--- src/rtl/tmr_bank_pkg.sv ---
package tmr_bank_pkg;

    localparam int TAP_CNT   = 8;
    localparam int TAP_SEL_W = 3;
    localparam int REG_OFS_W = 2;

    localparam logic [REG_OFS_W-1:0] REG_COUNT = 2'd0;
    localparam logic [REG_OFS_W-1:0] REG_CTRL  = 2'd1;
    localparam logic [REG_OFS_W-1:0] REG_FLAG  = 2'd2;

    typedef struct packed {
        logic [TAP_SEL_W-1:0] tap;
        logic                 casc;
        logic                 run;
    } tmr_ctrl_t;

    localparam int CTRL_W = $bits(tmr_ctrl_t);

    // log2 of the division ratio chosen by a tap select value
    function automatic int tap_log2(input int sel);
        case (sel)
            0:       return 0;
            1:       return 1;
            2:       return 3;
            3:       return 4;
            4:       return 5;
            5:       return 6;
            6:       return 7;
            7:       return 8;
            default: return 0;
        endcase
    endfunction

endpackage

--- src/rtl/tmr_prescaler.sv ---
module tmr_prescaler
    import tmr_bank_pkg::*;
#(
    parameter int DIV_W = 8
) (
    input  logic               clk,
    input  logic               rst,
    output logic [TAP_CNT-1:0] tick_o
);

    logic [DIV_W-1:0] div_q;

    // free running; only the system reset restarts it
    always_ff @(posedge clk) begin
        if (rst) div_q <= '0;
        else     div_q <= div_q + 1'b1;
    end

    for (genvar t = 0; t < TAP_CNT; t++) begin : g_tap
        localparam int K = tap_log2(t);
        if (K == 0) begin : g_full
            assign tick_o[t] = 1'b1;
        end else begin : g_div
            assign tick_o[t] = &div_q[K-1:0];
        end
    end

endmodule

--- src/rtl/tmr_channel.sv ---
module tmr_channel
    import tmr_bank_pkg::*;
#(
    parameter int CNT_W = 8
) (
    input  logic               clk,
    input  logic               rst,
    input  logic [TAP_CNT-1:0] tick_i,
    input  logic               casc_i,
    input  logic               wr_count_i,
    input  logic               wr_ctrl_i,
    input  logic               wr_flag_i,
    input  logic [CNT_W-1:0]   wdata_i,
    output logic [CNT_W-1:0]   cnt_o,
    output tmr_ctrl_t          ctrl_o,
    output logic               flag_o,
    output logic               en_o,
    output logic               evt_o,
    output logic               uf_o
);

    logic [CNT_W-1:0] cnt_q;
    logic [CNT_W-1:0] latch_q;
    tmr_ctrl_t        ctrl_q;
    tmr_ctrl_t        ctrl_nxt;
    logic             flag_q;
    logic             uf_q;
    logic             en;
    logic             evt;

    assign en  = ctrl_q.run & (ctrl_q.casc ? casc_i : tick_i[ctrl_q.tap]);
    assign evt = en & (cnt_q == '0);

    // source fields are frozen while running
    always_comb begin
        ctrl_nxt = tmr_ctrl_t'(wdata_i[CTRL_W-1:0]);
        if (ctrl_q.run) begin
            ctrl_nxt.tap  = ctrl_q.tap;
            ctrl_nxt.casc = ctrl_q.casc;
        end
    end

    always_ff @(posedge clk) begin
        if (rst) begin
            cnt_q   <= '0;
            latch_q <= '0;
            ctrl_q  <= '0;
            flag_q  <= 1'b0;
            uf_q    <= 1'b0;
        end else begin
            uf_q <= evt;
            if (wr_count_i) latch_q <= wdata_i;
            if (evt) begin
                cnt_q <= wr_count_i ? wdata_i : latch_q;
            end else if (wr_count_i) begin
                if (!ctrl_q.run) cnt_q <= wdata_i;
            end else if (en) begin
                cnt_q <= cnt_q - 1'b1;
            end
            if (wr_ctrl_i) ctrl_q <= ctrl_nxt;
            if (evt)                         flag_q <= 1'b1;
            else if (wr_flag_i && wdata_i[0]) flag_q <= 1'b0;
        end
    end

    assign cnt_o  = cnt_q;
    assign ctrl_o = ctrl_q;
    assign flag_o = flag_q;
    assign en_o   = en;
    assign evt_o  = evt;
    assign uf_o   = uf_q;

endmodule

--- src/rtl/tmr_bank.sv ---
module tmr_bank
    import tmr_bank_pkg::*;
#(
    parameter int N_TMR = 4,
    parameter int CNT_W = 8,
    parameter int DIV_W = 8,
    localparam int IDX_W  = (N_TMR > 1) ? $clog2(N_TMR) : 1,
    localparam int ADDR_W = IDX_W + REG_OFS_W
) (
    input  logic              clk,
    input  logic              rst,
    input  logic              bus_we,
    input  logic [ADDR_W-1:0] bus_addr,
    input  logic [CNT_W-1:0]  bus_wdata,
    output logic [CNT_W-1:0]  bus_rdata,
    output logic [N_TMR-1:0]  irq_o,
    output logic [N_TMR-1:0]  uf_o
);

    logic [TAP_CNT-1:0]                tick;
    logic [N_TMR-1:0][CNT_W-1:0]       cnt_vec;
    logic [N_TMR-1:0][TAP_SEL_W-1:0]   tap_vec;
    logic [N_TMR-1:0]                  run_vec;
    logic [N_TMR-1:0]                  casc_vec;
    logic [N_TMR-1:0]                  en_vec;
    logic [N_TMR-1:0]                  evt_vec;
    logic [N_TMR-1:0]                  flag_vec;
    tmr_ctrl_t                         ctrl_arr [N_TMR];
    logic [IDX_W-1:0]                  sel_idx;
    logic [REG_OFS_W-1:0]              sel_ofs;

    assign sel_idx = bus_addr[ADDR_W-1:REG_OFS_W];
    assign sel_ofs = bus_addr[REG_OFS_W-1:0];

    tmr_prescaler #(.DIV_W(DIV_W)) u_presc (
        .clk    (clk),
        .rst    (rst),
        .tick_o (tick)
    );

    for (genvar i = 0; i < N_TMR; i++) begin : g_ch
        logic casc_l;
        logic evt_l;
        logic hit;

        assign hit = bus_we && (sel_idx == IDX_W'(i));

        if (i == 0) begin : g_head
            assign casc_l = 1'b0;
        end else begin : g_link
            assign casc_l = g_ch[i-1].evt_l;
        end

        tmr_channel #(.CNT_W(CNT_W)) u_ch (
            .clk        (clk),
            .rst        (rst),
            .tick_i     (tick),
            .casc_i     (casc_l),
            .wr_count_i (hit && (sel_ofs == REG_COUNT)),
            .wr_ctrl_i  (hit && (sel_ofs == REG_CTRL)),
            .wr_flag_i  (hit && (sel_ofs == REG_FLAG)),
            .wdata_i    (bus_wdata),
            .cnt_o      (cnt_vec[i]),
            .ctrl_o     (ctrl_arr[i]),
            .flag_o     (flag_vec[i]),
            .en_o       (en_vec[i]),
            .evt_o      (evt_l),
            .uf_o       (uf_o[i])
        );

        assign evt_vec[i]  = evt_l;
        assign run_vec[i]  = ctrl_arr[i].run;
        assign casc_vec[i] = ctrl_arr[i].casc;
        assign tap_vec[i]  = ctrl_arr[i].tap;
    end

    always_comb begin
        bus_rdata = '0;
        if (int'(sel_idx) < N_TMR) begin
            case (sel_ofs)
                REG_COUNT: bus_rdata = cnt_vec[sel_idx];
                REG_CTRL:  bus_rdata = CNT_W'(ctrl_arr[sel_idx]);
                REG_FLAG:  bus_rdata = CNT_W'(flag_vec[sel_idx]);
                default:   bus_rdata = '0;
            endcase
        end
    end

    assign irq_o = flag_vec;

endmodule

--- config.mk ---
export PLATFORM = sky130hd
export DESIGN_NAME = tmr_bank
export DESIGN_NICKNAME = d
export VERILOG_FILES = /design/src/rtl/tmr_bank_pkg.sv /design/src/rtl/tmr_prescaler.sv /design/src/rtl/tmr_channel.sv /design/src/rtl/tmr_bank.sv
export SDC_FILE = /design/constraint.sdc
export NUM_CORES = 1
export LEC_CHECK = 0
export BUFFER_PORTS_ARGS = -buffer_cell sky130_fd_sc_hd__buf_4
export CORE_ASPECT_RATIO = 0.9
export CORE_UTILIZATION = 40
export DETAILED_ROUTE_END_ITERATION = 7
export GPL_TIMING_DRIVEN = 1
export PLACE_DENSITY = 0.6
export SYNTH_ARGS = -nofsm -noshare
export SYNTH_HDL_FRONTEND = slang
export SYNTH_HIERARCHICAL = 1
export SYNTH_SLANG_ARGS = --single-unit
--- constraint.sdc ---
create_clock -name clk -period 4.7 [get_ports clk]
set_input_delay 0.705 -clock clk [delete_from_list [all_inputs] [get_ports clk]]
set_output_delay 0.705 -clock clk [all_outputs]
set_load 0.01 [all_outputs]
# After elaboration in Yosys (flattened, before gate mapping)
# Index checks and enable logic that the tools add are counted.
# classes
addsub	5
n_lt_le_gt_ge	6
eq_ne	9
muxes	48
n_bitwise	13
n_reduce_logical	48
# op_table
cell	count
2-to-1 mux 8 bit	21
zero test 8 bit	4
subtractor 8 x 1 -> 8 bit, second input constant	4
case mux 8 bit (3 select lines)	1
logical AND 1 bit	20
2-to-1 mux 1 bit	17
binary-select mux 8 bit (select 2 bit)	1
less-than comparator 3 x 4 -> 1 bit, second input constant	4
AND reduction 2 bit	8
binary-select mux 1 bit (select 3 bit)	4
nonzero test 3 bit	4
binary-select mux 5 bit (select 2 bit)	1
2-to-1 mux 5 bit	2
!= test 3 x 2 -> 1 bit, second input constant	3
adder 8 x 1 -> 8 bit, second input constant	1
AND 1 bit	8
AND reduction 8 bit	1
nonzero test 2 bit	4
AND reduction 7 bit	1
== test 2 bit, second input constant	3
AND reduction 6 bit	1
AND reduction 5 bit	1
== test 2 x 1 -> 1 bit, second input constant	2
zero test 2 bit	2
8 further kinds	11
# word_totals
register_bits	100
in_bits	15
output_inout_bits	16
word_cells	158

# Longest topological paths before layout
# depth
ltp_word	17
ltp_mapped	21
ltp_nobuf	17

# Cells and area by module
# The synthesis kept the hierarchy.
# modules_own_cells
module	n_inst	cells_per_inst	area_per_inst_um2	seq_area_each_um2
tmr_channel (g_ch[0].u_ch ...)	2	159	1376.3	460.4
tmr_channel (g_ch[2].u_ch ...)	2	152	1315.0	460.4
tmr_bank	1	54	545.5	0.0
tmr_prescaler	1	39	362.8	160.2

# Worst setup path after synthesis
# OpenSTA, ideal clock, no wires.
# synth_path
path_kind	register to register
startpoint	reg u_presc.div_q[0]
endpoint	reg g_ch[3].u_ch.cnt_q[5]
setup_ns	0.088
arrival_ns	4.029
required_time_ns	4.612
path_slack_ns	0.583
path_stages_with_launch	22
path_buffers	4
period_less_slack_ns	4.117
path_cell_list	dfxtp_1 ha_1 nand3_1 nor2_1 and2_1 mux4_2 a22oi_4 a21boi_2 buf_6 o2111a_1 a21boi_2 buf_6 o2111a_1 a21bo_1 buf_6 inv_2 o2111a_1 a21bo_1 buf_6 inv_2 or3_1 a311oi_2
# synth_via
elab_chain_cells	17
word_cells_on_any_way	30
cone_classes	eq/ne: 1; mux: 13; bitwise: 8; reduce/logical: 8
# synth_lines
item	line_no	rtl
start, declared	tmr_prescaler.sv:11	logic [DIV_W-1:0] div_q;
start signal, assigned	tmr_prescaler.sv:16	else div_q <= div_q + 1'b1;
AND reduction 7 bit *	tmr_prescaler.sv:24	assign tick_o[t] = &div_q[K-1:0];
via tick[6]	tmr_bank.sv:20	logic [TAP_CNT-1:0] tick;
binary-select mux 1 bit (select 3 bit) *	tmr_channel.sv:31	assign en = ctrl_q.run & (ctrl_q.casc ? casc_i : tick_i[ctrl_q.tap]);
2-to-1 mux 1 bit (not written as such) *	tmr_channel.sv:31	
2-to-1 mux 1 bit *	tmr_channel.sv:31	
AND 1 bit *	tmr_channel.sv:31	
AND 1 bit *	tmr_channel.sv:32	assign evt = en & (cnt_q == '0);
via g_ch[0].evt_l	tmr_bank.sv:43	logic evt_l;
[... 3 more ...]	--	
via g_ch[1].evt_l	tmr_bank.sv:43	
[... 2 more ...]	--	
AND 1 bit *	tmr_channel.sv:32	
via g_ch[2].evt_l	tmr_bank.sv:43	
2-to-1 mux 1 bit *	tmr_channel.sv:31	
AND 1 bit *	tmr_channel.sv:31	
AND 1 bit *	tmr_channel.sv:32	
via g_ch[3].evt_l	tmr_bank.sv:43	
!= test 3 bit (no source line) / nonzero test 3 bit (equally long branches)	--	
AND reduction 2 bit (no source line)	--	
end signal, assigned	tmr_channel.sv:54	cnt_q <= wr_count_i ? wdata_i : latch_q;
end signal, assigned	tmr_channel.sv:56	if (!ctrl_q.run) cnt_q <= wdata_i;
end signal, assigned	tmr_channel.sv:58	cnt_q <= cnt_q - 1'b1;
end, declared	tmr_channel.sv:22	logic [CNT_W-1:0] cnt_q;
# Mark *: on every way through the listed nets, which the timed path passes. The rest lies on a longest branch. The select of a mux whose other input is x is not followed.
# A chain may end at the register's enable or synchronous reset.

# Worst setup path in the final report
# Ends and elaborated chain as after synthesis.

==> summary.txt <==
GRT
  – Initial antenna violation count: 0
  – Global route overflow: 0
  – GRT Util Overall: 0.2290
  – Largest net degree at the start of global routing: 58
  – Vias in the first global route: approximately 5200
  – First-pass GRT wire length: 28.46 mm

Floorplanning
  – Die width: approximately 130 µm
  – Row count: 43
  – DIE AREA: 16230 µm²
  – Core box area: 15390 µm²
  – Initial Util: 0.4088
  – I/O Pins: 31
  – Die height: 121.0 µm

STA
  – Worst slew margin: 0.5202
  – Post-route clock period utilization: 0.9229
  – RSZ-0062 raised after global routing: no
  – Setup Skew: about 10 ps
  – # setup viols final: 0
  – Final hold viol count: 0
  – Least-Margin Pin Slew: 713.8 ps
  – Max frequency: 230.5 MHz
  – Slew Viols, Final: 0
  – Sum Neg Setup Slack: 0 ps
  – Crit path time final: between 4000 and 5000 ps

Synthesis
  – Cell count after synthesis: 715
  – Ys Warns: 6
  – Avg Cell Area, Syn: 8.799 µm²
  – Cell Area, Synth: 6291 µm²
  – Post-synth EDFFs: 0
  – Synth Flop Type: dfxtp_1
  – Number of synthesized register bits: 100
  – Sequential area share after synthesis: 0.3182
  – Async set-reset flop share out of synthesis: 0
  – Area leader, netlist: dfxtp_1
  – Yosys cell types: 68
  – Synth top area share: 0.3182
  – Most area-consuming cells after synthesis: dfxtp_1 32%, mux2i_1 6.2%, mux4_2 6.1%

Drt
  – Via-to-Cell Ratio: 5.941
  – # DRC: 0
  – Total Wirelength: roughly 18 mm
  – Drt pass-1 iters: 5
  – Wirelength per Cell: 19.11 µm
  – ANT nets after route: 0
  – Via count of the routed design: 5567
  – Initial detailed-routing violation count: 427

Setup path
  – CP bufs+invs: 2
  – CP top delay family: compound AO/OA/AOI/OAI gates
  – Worst EP arrival: 4620 ps
  – CP max stage cell: mux4_2
  – Slowest stage delay, CP: between 500 and 600 ps
  – Most used cell along the critical path: o2111a_1
  – CP endpoint kind: flip-flop
  – Worst Path Required: 4980 ps
  – CP max FO: 12
  – WS Path Type: flip-flop to flip-flop
  – CP Launch Type: flip-flop
  – Cells along the critical path: ha_1 -> nand3_1 -> nor2_1 -> and2_1 -> mux4_2 -> a22oi_4 -> a21boi_2 -> o2111a_1 -> a21boi_2 -> o2111a_1 -> a21bo_1 -> inv_2 -> o2111a_1 -> a21bo_1 -> inv_2 -> or3_1 -> a311oi_2

Min path
  – Hold Path Class: flip-flop to flip-flop

Power
  – Switching part of the total: 0.2884
  – Pint: around 0.0013 W
  – Power Density: 273.0 nW/µm²
  – Sequential share of power: 0.472
  – Clock power share: 0.389
  – Max VDD drop: 0.1858 mV
  – Combinational Power Share: 0.139
  – Leakage Power: roughly 2.7 nW
  – Net Switching: between 0.0005 and 0.0006 W

Cells and area
  – Core Util, Final: 0.4496
  – Nets: 756
  – Layout cells sized above 1: 0.1701
  – Commonest non-fill, non-tap cell in the layout: dfxtp_1
  – Diodes inserted: 0
  – Area delta synth->final: 9.964%
  – Most frequent cells in the layout: 100 x dfxtp_1, 96 x nor2_1, 50 x a21oi_1

CTS
  – Total CTS buffers: 9
  – Clk buf depth: 2
  – Setup bufs post-CTS: 0
  – CTS tree: built
  – Clk sinks: 100
  – Root buffer cell: clkbuf_16
  – Later-pin clock latency in the skew report: 360 ps
  – Post-CTS Hold Buffers: 0
  – H-tree depth: 3
  – Clock Pin Slew Worst Setup and Hold Paths: 80 ps
  – Cts repair resizes: 0

Place
  – RD Place Congestion: between 0.8 and 0.9
  – PortBufs: 30
  – Detailed-placement wirelength estimate: around 13 mm

Run
  – Max-Cap Viols: 0

Outcome
  – Status: complete, no violations
## cells in the mapped netlist (12+ instances only)
master and number:
a21oi_1 50, a311oi_1 12, o21ai_0 26, nor3_1 29, nor2b_1 19, nor2_1 96
mux2i_1 39, dfxtp_1 100, clkbuf_1 19, nand2_1 42, or3_1 14, inv_1 42
mux4_2 17
## layout make-up
type	count	area, µm²
clock inverter	7	58.81
multi-input combinational	534	3906
fill	1529	8469
tap	202	252.7
timing repair buffer	41	307.8
sequential	100	2002
inverter	44	165.2
clock buffer	9	225.2
## layer usage
metal,up-vias,share of wire,GRT usage
met2,170,0.45,0.3540
met3,27,0.058,0.04470
li1,2643,-,-
met4,0,0.020,0.07444
met5,-,0,0
met1,2727,0.47,0.3195
## worst register-to-register path: stages (launching register included)
cell and delay, ps:
dfxtp_1 370, ha_1 230, nand3_1 100, nor2_1 80
and2_1 190, mux4_2 530, a22oi_4 280, a21boi_2 200
o2111a_1 330, a21boi_2 180, o2111a_1 260, a21bo_1 210
inv_2 60, o2111a_1 220, a21bo_1 390, inv_2 80
or3_1 370, a311oi_2 190
## worst paths after layout
check / startpoint / endpoint / slack [ps] / depth (start not counted)
min reg2reg: g_ch[0].u_ch/latch_q[4]$_SDFF_PP0_ / g_ch[0].u_ch/latch_q[4]$_SDFF_PP0_ / 480 / 2
min: g_ch[0].u_ch/latch_q[4]$_SDFF_PP0_ / g_ch[0].u_ch/latch_q[4]$_SDFF_PP0_ / 480 / 2
max reg2reg: u_presc/div_q[0]$_SDFF_PP0_ / g_ch[3].u_ch/cnt_o[5]$_SDFFE_PP0P_ / 360 / 17
max: u_presc/div_q[0]$_SDFF_PP0_ / g_ch[3].u_ch/cnt_o[5]$_SDFFE_PP0P_ / 360 / 17
## logic make-up (layout without fill, tap and decap cells)
family / Yosys count / count (layout) / synth area share
AND/OR/NAND/NOR: 250 / 250 / 0.1987
AO/OA/AOI/OAI: 183 / 183 / 0.2220
flip-flops: 100 / 100 / 0.3182
buffers and inverters: 82 / 101 / 0.06225
multiplexers: 70 / 70 / 0.1521
XOR/XNOR: 17 / 17 / 0.02367
adder cells (fa/ha/maj): 11 / 11 / 0.02188
other: 2 / 3 / 0.001194
## through the flow
stage	cell area (µm²)	total power (W)	setup WS (ps)	hold slack [ps]	cells
after floorplan	6295	0.001089	583.0	441.1	716
after global placement	6634	0.001163	558.6	455.4	921
after detailed placement	6634	0.001169	442.6	471.4	921
after CTS	6918	0.001901	396.4	482.6	937
after global routing	6918	0.001960	96.63	496.7	937
final	6918	0.001889	362.2	478.0	937
## power groups by stage
| stage | registers (W) | logic (W) | clock network (W) |
|---|---|---|---|
| 4_1_cts | 0.000890 | 0.000261 | 0.000750 |
| 3_5_place_dp | 0.000910 | 0.000259 | 0 |
| 5_1_grt | 0.000893 | 0.000287 | 0.000779 |
| 3_3_place_gp | 0.000909 | 0.000254 | 0 |
| 2_1_floorplan | 0.000899 | 0.000191 | 0 |
| 6_report | 0.000891 | 0.000263 | 0.000736 |
## registers in the layout, indices dropped and copies added, names as in the netlist
signal / flops
g_ch.u_ch/cnt_o: 32
g_ch.u_ch/latch_q: 32
g_ch.u_ch/ctrl_o: 20
u_presc/div_q: 8
g_ch.u_ch/flag_o: 4
g_ch.u_ch/uf_o: 4
Power figures use the tool's default switching activity.
